**src/rtl/wdt_lock_pkg.sv**
```systemverilog
package wdt_lock_pkg;
  // register byte offsets (software-visible map)
  localparam int unsigned OFS_LOAD_LO = 'h00;
  localparam int unsigned OFS_LOAD_HI = 'h04;
  localparam int unsigned OFS_CTRL    = 'h08;
  localparam int unsigned OFS_LOCK    = 'h20;

  // control bit positions
  localparam int unsigned CB_RUN  = 1;
  localparam int unsigned CB_NEW  = 2;
  localparam int unsigned CB_RSTE = 3;

  typedef struct packed {
    logic rst_en;
    logic new_ld;
    logic run;
  } wdt_ctrl_t;
endpackage

```
**src/rtl/wdt_lock_regs.sv**
```systemverilog
module wdt_lock_regs
  import wdt_lock_pkg::*;
#(
  parameter int unsigned ADDR_W = 8,
  parameter int unsigned DATA_W = 32,
  parameter int unsigned HALF_W = 16,
  parameter logic [15:0] KEY    = 16'hE551
) (
  input  logic                clk,
  input  logic                rst_n,
  input  logic                wr_en,
  input  logic [ADDR_W-1:0]   addr,
  input  logic [DATA_W-1:0]   wdata,
  input  logic                load_taken,
  input  logic                expired,
  output logic [DATA_W-1:0]   rdata,
  output logic [2*HALF_W-1:0] load_val,
  output wdt_ctrl_t           ctrl
);
  localparam int unsigned KEY_W = 16;

  logic              locked;
  logic [HALF_W-1:0] lo_q, hi_q;
  logic              hit_lo, hit_hi, hit_ctrl, hit_lock;
  logic              cfg_we;

  assign hit_lo   = (addr == ADDR_W'(OFS_LOAD_LO));
  assign hit_hi   = (addr == ADDR_W'(OFS_LOAD_HI));
  assign hit_ctrl = (addr == ADDR_W'(OFS_CTRL));
  assign hit_lock = (addr == ADDR_W'(OFS_LOCK));
  assign cfg_we   = wr_en && !locked;

  always_ff @(posedge clk or negedge rst_n) begin
    if (!rst_n) begin
      locked <= 1'b1;
    end else if (wr_en && hit_lock) begin
      locked <= (wdata[KEY_W-1:0] != KEY);
    end
  end

  always_ff @(posedge clk or negedge rst_n) begin
    if (!rst_n) begin
      lo_q <= '0;
      hi_q <= '0;
    end else begin
      if (cfg_we && hit_lo) lo_q <= wdata[HALF_W-1:0];
      if (cfg_we && hit_hi) hi_q <= wdata[HALF_W-1:0];
    end
  end

  // software write wins over the counter's self-clearing
  always_ff @(posedge clk or negedge rst_n) begin
    if (!rst_n) begin
      ctrl <= '0;
    end else if (cfg_we && hit_ctrl) begin
      ctrl.run    <= wdata[CB_RUN];
      ctrl.new_ld <= wdata[CB_NEW];
      ctrl.rst_en <= wdata[CB_RSTE];
    end else begin
      if (load_taken) ctrl.new_ld <= 1'b0;
      if (expired)    ctrl.run    <= 1'b0;
    end
  end

  assign load_val = {hi_q, lo_q};

  always_comb begin
    rdata = '0;
    unique case (1'b1)
      hit_lo:   rdata = DATA_W'(lo_q);
      hit_hi:   rdata = DATA_W'(hi_q);
      hit_ctrl: begin
        rdata[CB_RUN]  = ctrl.run;
        rdata[CB_NEW]  = ctrl.new_ld;
        rdata[CB_RSTE] = ctrl.rst_en;
      end
      hit_lock: rdata = DATA_W'(locked);
      default:  rdata = '0;
    endcase
  end


  key_unlock_chk: assert property (@(posedge clk) disable iff (!rst_n)
    (wr_en && hit_lock && wdata[KEY_W-1:0] == KEY) |=> !locked);

  bad_key_lock_chk: assert property (@(posedge clk) disable iff (!rst_n)
    (wr_en && hit_lock && wdata[KEY_W-1:0] != KEY) |=> locked);

  locked_ctrl_hold_chk: assert property (@(posedge clk) disable iff (!rst_n)
    (wr_en && locked && hit_ctrl && !load_taken && !expired) |=> ctrl == $past(ctrl));

  locked_load_hold_chk: assert property (@(posedge clk) disable iff (!rst_n)
    (wr_en && locked) |=> load_val == $past(load_val));
endmodule

```
**src/rtl/wdt_count_core.sv**
```systemverilog
module wdt_count_core
  import wdt_lock_pkg::*;
#(
  parameter int unsigned CNT_W = 32
) (
  input  logic             clk,
  input  logic             rst_n,
  input  logic             tick_en,
  input  wdt_ctrl_t        ctrl,
  input  logic [CNT_W-1:0] load_val,
  output logic             load_taken,
  output logic             expired
);
  logic [CNT_W-1:0] cnt_q;
  logic             at_end;

  assign at_end     = (cnt_q <= CNT_W'(1));
  assign load_taken = tick_en && ctrl.new_ld;
  assign expired    = tick_en && !ctrl.new_ld && ctrl.run && at_end;

  always_ff @(posedge clk or negedge rst_n) begin
    if (!rst_n) begin
      cnt_q <= '0;
    end else if (tick_en) begin
      if (ctrl.new_ld)  cnt_q <= load_val;
      else if (ctrl.run) cnt_q <= at_end ? '0 : cnt_q - CNT_W'(1);
    end
  end


  no_tick_hold_chk: assert property (@(posedge clk) disable iff (!rst_n)
    !tick_en |=> $stable(cnt_q));

  load_copy_chk: assert property (@(posedge clk) disable iff (!rst_n)
    (tick_en && ctrl.new_ld) |=> cnt_q == $past(load_val));

  stopped_hold_chk: assert property (@(posedge clk) disable iff (!rst_n)
    (!ctrl.run && !ctrl.new_ld) |=> $stable(cnt_q));

  expire_zero_chk: assert property (@(posedge clk) disable iff (!rst_n)
    expired |=> cnt_q == '0);
endmodule

```
**src/rtl/wdt_rst_stretch.sv**
```systemverilog
module wdt_rst_stretch #(
  parameter int unsigned PULSE_TICKS = 4
) (
  input  logic clk,
  input  logic rst_n,
  input  logic tick_en,
  input  logic fire,
  output logic sys_rst
);
  localparam int unsigned PW = $clog2(PULSE_TICKS + 1);

  logic [PW-1:0] left_q;

  always_ff @(posedge clk or negedge rst_n) begin
    if (!rst_n) begin
      left_q <= '0;
    end else if (fire) begin
      left_q <= PW'(PULSE_TICKS);
    end else if (tick_en && left_q != '0) begin
      left_q <= left_q - PW'(1);
    end
  end

  assign sys_rst = (left_q != '0);


  rst_cause_chk: assert property (@(posedge clk) disable iff (!rst_n)
    $rose(sys_rst) |-> $past(fire));

  pulse_hold_chk: assert property (@(posedge clk) disable iff (!rst_n)
    (!tick_en && !fire) |=> $stable(left_q));
endmodule

```
**src/rtl/wdt_lockable.sv**
```systemverilog
module wdt_lockable
  import wdt_lock_pkg::*;
#(
  parameter int unsigned ADDR_W      = 8,
  parameter int unsigned DATA_W      = 32,
  parameter int unsigned HALF_W      = 16,
  parameter int unsigned PULSE_TICKS = 4,
  parameter logic [15:0] KEY         = 16'hE551
) (
  input  logic              clk,
  input  logic              rst_n,
  input  logic              tick_en,
  input  logic              wr_en,
  input  logic [ADDR_W-1:0] addr,
  input  logic [DATA_W-1:0] wdata,
  output logic [DATA_W-1:0] rdata,
  output logic              sys_rst_o
);
  localparam int unsigned CNT_W = 2 * HALF_W;

  wdt_ctrl_t        ctrl;
  logic [CNT_W-1:0] load_val;
  logic             load_taken, expired, fire;

  wdt_lock_regs #(
    .ADDR_W(ADDR_W), .DATA_W(DATA_W), .HALF_W(HALF_W), .KEY(KEY)
  ) u_regs (
    .clk(clk), .rst_n(rst_n), .wr_en(wr_en), .addr(addr), .wdata(wdata),
    .load_taken(load_taken), .expired(expired),
    .rdata(rdata), .load_val(load_val), .ctrl(ctrl)
  );

  wdt_count_core #(.CNT_W(CNT_W)) u_core (
    .clk(clk), .rst_n(rst_n), .tick_en(tick_en), .ctrl(ctrl),
    .load_val(load_val), .load_taken(load_taken), .expired(expired)
  );

  assign fire = expired && ctrl.rst_en;

  wdt_rst_stretch #(.PULSE_TICKS(PULSE_TICKS)) u_pulse (
    .clk(clk), .rst_n(rst_n), .tick_en(tick_en), .fire(fire),
    .sys_rst(sys_rst_o)
  );


  no_rst_without_en_chk: assert property (@(posedge clk) disable iff (!rst_n)
    (expired && !ctrl.rst_en && !sys_rst_o) |=> !sys_rst_o);
endmodule

```
**config.mk**
```make
export PLATFORM = sky130hd
export DESIGN_NAME = wdt_lockable
export DESIGN_NICKNAME = d
export VERILOG_FILES = /design/src/rtl/wdt_lock_pkg.sv /design/src/rtl/wdt_lock_regs.sv /design/src/rtl/wdt_count_core.sv /design/src/rtl/wdt_rst_stretch.sv /design/src/rtl/wdt_lockable.sv
export SDC_FILE = /design/constraint.sdc
export NUM_CORES = 1
export LEC_CHECK = 0
export BUFFER_PORTS_ARGS = -buffer_cell sky130_fd_sc_hd__buf_2
export CAP_MARGIN = 10
export CORE_ASPECT_RATIO = 1.75
export CORE_MARGIN = 2
export CORE_UTILIZATION = 50
export CTS_CLUSTER_SIZE = 40
export DETAILED_ROUTE_END_ITERATION = 8
export PLACE_DENSITY = 0.76
export SYNTH_ARGS = -nofsm -noshare
export SYNTH_HDL_FRONTEND = slang
export SYNTH_SLANG_ARGS = --single-unit
```
**constraint.sdc**
```tcl
create_clock -name clk -period 6.9 [get_ports clk]
set_input_delay 0.345 -clock clk [delete_from_list [all_inputs] [get_ports clk]]
set_output_delay 0.345 -clock clk [all_outputs]
set_load 0.02 [all_outputs]
```
Word-level counts from Yosys, hierarchy flattened
Index checks and enable logic that the tools add are counted.
- register bits: 71
- latch bits: 0
- memory bits (writable): 0
- ROM bits: 0
- input bits: 44
- output and inout port bits: 33
- logic and storage cells: 46
- memories kept: 0
- $add $sub $neg: 2
- multiply operators: 0
- div/mod/pow operators: 0
- order comparisons: 1
- eq/ne operators: 4
- shift-type cells: 0
- mux-type cells: 11
- bitwise gates (word level): 0
- reductions and logical operators: 20
- operator list (operator ; count):
    $mux 32 ; 3
    $le 32x1->1 const B ; 1
    $sub 32x1->32 const B ; 1
    $pmux 12 s2 ; 1
    $ne 16x16->1 const B ; 1
    $logic_and 1x1->1 ; 11
    $pmux 3 s3 ; 1
    $eq 8x3->1 const B ; 1
    $eq 8x4->1 const B ; 1
    $eq 8x6->1 const B ; 1
    $logic_not 8->1 ; 1
    $reduce_bool 2->1 ; 4
    $mux 3 ; 2
    $pmux 1 s3 ; 1
    $reduce_bool 3->1 ; 1
    $sub 3x1->3 const B ; 1
    $logic_not 1->1 ; 2
    $mux 1 ; 2
    $mux 2 ; 1
    $reduce_and 2->1 ; 1

Longest topological paths before layout
- word-level depth: 6
- gate-level depth with buffers: 8
- gate-level depth less buffers: 7

Cells and area by module
From an unflattened synthesis, not the netlist that was laid out.
- cell total of the unflattened synthesis: 410
- area total of the unflattened synthesis: 4280.4 um^2
- modules (own cells, without submodules) (module ; instances ; cells each ; area an instance (um^2) ; sequential area each (um^2)):
    wdt_count_core ; 1 ; 252 ; 2193.4 ; 800.8
    wdt_lock_regs ; 1 ; 141 ; 1893.1 ; 902.1
    wdt_rst_stretch ; 1 ; 16 ; 187.7 ; 75.1
    wdt_lockable ; 1 ; 1 ; 6.3 ; 0.0

Worst setup path before layout
Ideal clock, no wire load.
- kind: flip-flop to flip-flop
- start point: register u_core.cnt_q[23]
- end point: register u_core.cnt_q[30]
- setup time: 0.126 ns
- arrival: 2.136 ns
- data required time: 6.774 ns
- setup slack: 4.638 ns
- cell stages (with the launch flop): 7
- buffers on the path: 1
- clock period less this slack: 2.262 ns
- path through: dfrtp_1 or4_4 or3_4 o31ai_4 buf_6 o21ai_1 a221o_1
- longest elaborated chain between the ends: 4
- elaborated cells on any way between the ends: 5
- classes of those cells: add/sub (1); order compare (1); mux (3)
- ends and longest elaborated chain (item ; line ; source):
    start, declared ; wdt_count_core.sv:14 ; logic [CNT_W-1:0] cnt_q;
    start signal, assigned ; wdt_count_core.sv:25 ; if (ctrl.new_ld) cnt_q <= load_val;
    start signal, assigned ; wdt_count_core.sv:26 ; else if (ctrl.run) cnt_q <= at_end ? '0 : cnt_q - CNT_W'(1);
    $sub 32x1->32 / $le 32x1->1 (equally long branches) ; wdt_count_core.sv:26, wdt_count_core.sv:17 ;
    $mux 32 (*) (2 in a row) ; wdt_count_core.sv:26 ;
    $mux 32 (*) ; wdt_count_core.sv:25 ;
Every way passes the cells marked *; elsewhere a longest branch is shown, timed or not. The select of a mux whose other input is x is not followed.
A chain may end at the register's enable or synchronous reset.

Worst setup path in the final report
- start point: register u_core.cnt_q[12]
- end point: register u_core.cnt_q[9]
- longest elaborated chain between the ends: 4
- ends and longest elaborated chain (item ; line ; source):
    $le 32x1->1 ; wdt_count_core.sv:17 ; assign at_end = (cnt_q <= CNT_W'(1));
    $mux 32 (2 in a row) ; wdt_count_core.sv:26 ;
    $mux 32 ; wdt_count_core.sv:25 ;
Every way passes these cells. The select of a mux whose other input is x is not followed.

==> summary by stage <==
Clocking
The total of cells resized after clock tree synthesis is 0. Counting every sink on the clock net gives 71. The CTS buffer count is 9. The later pin in the worst-skew pair is clocked with a latency of around 0.34 ns. The number of H-tree levels is 3. After clock tree synthesis, the setup repair step added 0 buffers. The buffer cell driving the clock tree root is clkbuf_16.

The hold buffer count at cts is 0. TritonCTS built the clock tree. The clock transition at the registers of the reported paths is 0.06 ns. In this run the deepest clock path goes through 2 buffers.

STA
The final-report setup violation count is 0. For the final database, setup skew stands at 0.00514 ns. The worst path uses 42.8% of the clock period.

The number of pins with negative max-slew slack in the final report is 0. Setup repair after global routing left no endpoint under its margin. Measured against its own limit, the worst slew margin works out to approximately 24%. For the finished layout, the period the worst path requires is just under 3 ns. The number of endpoints with negative hold slack in the final report is 0. Setup slack on the critical path of the routed design comes to roughly 3.9 ns. The sum of negative setup slack is 0 ns. The worst-case hold slack is 0.201 ns. At the pin with the least slew margin, the transition time is 1.13 ns. For this run, the top clock speed supported by timing is roughly 0.34 GHz.

GRT
The number of global-route vias before repair is ~3600. The global-route wire length before repair is between 15000 and 20000 um. The total overflow left after global routing is 0. Entering global routing, the biggest net connects 72 pins.

In the global route stage, overall resource usage came out at between 20% and 30%. The initial antenna violation count is 0.

Place
The worst-case setup slack after placement is 3.64 ns. The final weighted congestion in routability-driven placement is just under 0.9. Detailed placement ended at an HPWL of approximately 7500 um. In this run the tool buffered the top-level ports with 44 buffer cells. In this run the cell area measured after placement is ~0.0042 mm2. The placed instance count is roughly 520.

Outcome
The flow ran to the end, and the final reports show no timing, DRC or antenna violations.

Hold path
The path type of the worst min-delay path is primary input to async pin.

Synthesis
After synthesis the netlist holds a flip-flop and latch count of approximately 70. Counting every instance in the synthesized netlist gives 399. The number of different library cells used by synthesis comes to 57. The Yosys warning count is 0. The count of flip-flops with a built-in enable after synthesis is 0. Of all flip-flops after synthesis, the portion carrying an async set or reset was 100%. The cell area that synthesis handed to floorplanning was ~0.0040 mm2. The most used flip-flop cell after synthesis is dfrtp_1. The share of the Yosys chip area taken by registers is between 40% and 50%. The synthesized area per cell is 10.1 um2.

Power and ir drop
The switching power total is around 0.28 mW. The clock share of power is ~45%. The areal power density over the cells is approximately 240 mW/mm2. Sequential cells burn 43.5% of the power. The overall power after layout is ~1.1 mW. The internal power is about 0.81 mW. The maximum vdd ir drop is 0.000187 V. The part of the total power dissipated in combinational logic is a little under an eighth.

The static leakage power is 2.00 nW. The net switching share of the total power is approximately 26%.

Setup path
For the worst setup path, the data arrival time is around 3.2 ns. The startpoint-to-endpoint class of the critical path is flop to flop. The number of buffer and inverter stages on the critical path is 0. The worst setup path is launched from a flop. STA classifies the critical path endpoint as a flop. At the worst endpoint, the required time is 7.12 ns.

Among cell families on the critical path, the largest total delay comes from compound AO/OA/AOI/OAI gates. The worst-path cell with the longest stage delay is o31ai_4. Traced cell by cell, the critical path runs through nor3_1 -> nand3_1 -> o31ai_4 -> o21ai_0 -> a221o_1. Of all nets on the critical path, the largest fanout is 17. In this design, the stage delay of the slowest critical-path cell is a little under 0.9 ns.

Finish
After the flow finishes, the layout carries non-filler instances totaling 533. The count of fill cells added during filler insertion is 662. The final design area excluding fillers is approximately 0.0046 mm2.

Measured on the finished design, the core utilization comes to about three fifths. In the final design database the tool counted approximately 490 nets. In the final layout, the share of cells above drive strength 1 is between 20% and 30%. 0 antenna diodes ended up in the layout. The layout overhead on the synthesized area is 13.2%.

Routing
The length of the first detailed-routing pass in iterations is 5. Once detail routing completed, the nets flagged for antenna violations numbered 0. The routed layout has between 3000 and 4000 vias. The post-detailed-routing wire length is between 10000 and 15000 um. The iteration-0 DRC count of the detailed router is ~260.

The vias per cell is ~6.6. After detailed routing, the average wire length per cell comes to 20.0 um. The post-detailed-route DRC marker count is 0.

Floorplanning
The die is 71.9 um wide. The total die area is 0.00883 mm2. The top-level I/O count is slightly below 80. The floorplan step set the die height to roughly 120 um. The core area is 0.00786 mm2. The total number of placement rows is 43. The initial core utilization is between 50% and 60%.

Run
The number of max-capacitance violations reported is 0.
path summary, 6_finish.rpt:
check	startpoint	slack (ns)	endpoint	cells after the start
setup / recovery	u_core.cnt_q[12]	3.95	u_core.cnt_q[9]	5
hold / removal	rst_n	0.20	u_regs.lo_q[3]	2
setup reg to reg	u_core.cnt_q[12]	3.95	u_core.cnt_q[9]	5
hold reg to reg	u_regs.locked	0.51	u_regs.locked	2
max in group asynchronous	rst_n	6.10	u_core.cnt_q[4]	2
min in group clk	wdata[0]	0.26	u_regs.hi_q[0]	2
state kept, by name, indices dropped and copies added, names as in the netlist:
name	flops
u_pulse.left_q	3
u_regs.lo_q	16
u_core.cnt_q	32
u_regs.hi_q	16
u_regs.ctrl	3
u_regs.locked	1
kinds of logic after synthesis:
group,synth area share [%]
simple gates,19.6
mux,9.68
xor+xnor,0.217
other cells,0.0930
flops,44.1
fa+ha+maj,1.24
compound gates,19.2
buf+inv,5.87
placed cells by master (no fill, tap or decap), drive strengths merged, types with 4 or more instances in the layout:
master  count
or3         9
a21oi       8
nand2      25
buf        47
o21ai      25
a221o      10
o211ai      6
conb       16
nand3      19
clkbuf     12
dfrtp      70
nor4       13
o31ai       6
nor2       19
a31oi       8
a22o       14
nor3       17
mux2       32
nand4       5
and3        5
a21o        4
o311ai      4
a22oi       9
or4        11
inv        10
nor3b       5
ha          4
cell usage after synthesis (2+ instances only):
| cell | number | area (um2) |
|---|---|---|
| dfrtp_1 | 70 | 1750 |
| mux2_2 | 32 | 360 |
| nand2_1 | 25 | 93.8 |
| o21ai_0 | 22 | 110 |
| nand3_1 | 19 | 95.1 |
| nor2_1 | 19 | 71.3 |
| buf_4 | 16 | 120 |
| nor3_1 | 15 | 75.1 |
| a22o_1 | 14 | 123 |
| clkbuf_1 | 14 | 52.6 |
| nor4_1 | 11 | 68.8 |
| a221o_1 | 10 | 100 |
| inv_1 | 10 | 37.5 |
| or4_1 | 10 | 75.1 |
| a22oi_1 | 9 | 67.6 |
| a21oi_1 | 8 | 40.0 |
| a31oi_1 | 8 | 50.1 |
| or3_1 | 8 | 50.1 |
| o211ai_1 | 6 | 45.0 |
| and3_1 | 5 | 31.3 |
| nand4_1 | 5 | 31.3 |
| a21o_1 | 4 | 30.0 |
| ha_1 | 4 | 50.1 |
| nor3b_1 | 4 | 30.0 |
| o311ai_0 | 4 | 35.0 |
| o31ai_1 | 4 | 30.0 |
| buf_2 | 3 | 15.0 |
| mux2i_1 | 3 | 30.0 |
| o21ai_1 | 3 | 15.0 |
| o41ai_1 | 3 | 26.3 |
| nor2b_1 | 2 | 12.5 |
| nor3_2 | 2 | 20.0 |
| nor4_2 | 2 | 25.0 |
| o31ai_4 | 2 | 42.5 |
routing by layer:
layer | wire length (um) | up-vias | track usage [%]
li1 | - | 1592 | -
met1 | 4020 | 1750 | 31.1
met2 | 5570 | 168 | 44.8
met3 | 679 | 25 | 4.93
met4 | 409 | 0 | 16.4
met5 | 0 | - | 0
cell type report:
type | count | area, um2 | share of cell area, %
multi-input cells | 299 | 2070 | 45.4
flip-flops and latches | 71 | 1780 | 39.0
clock buffers | 12 | 267 | 5.84
repair buffers | 47 | 243 | 5.32
well taps | 90 | 113 | 2.47
clock inverters | 4 | 52.6 | 1.15
inverters | 10 | 37.5 | 0.823
worst register-to-register path: cells and delay by family, from the launching register on:
family	cells	cell delay, ns
DFF	1	0.45
AOI/OAI and AO/OA	3	1.41
and+or+nand+nor	2	0.97
power groups by stage:
stage	Sequential, mW	Clock, mW	Combinational, mW
after CTS	0.471	0.489	0.128
after global routing	0.475	0.514	0.146
final	0.472	0.485	0.127
after detailed placement	0.477	0	0.127
after global placement	0.476	0	0.120
after floorplan	0.469	0	0.0949
Note: power is estimated with default switching activity, not from simulation.
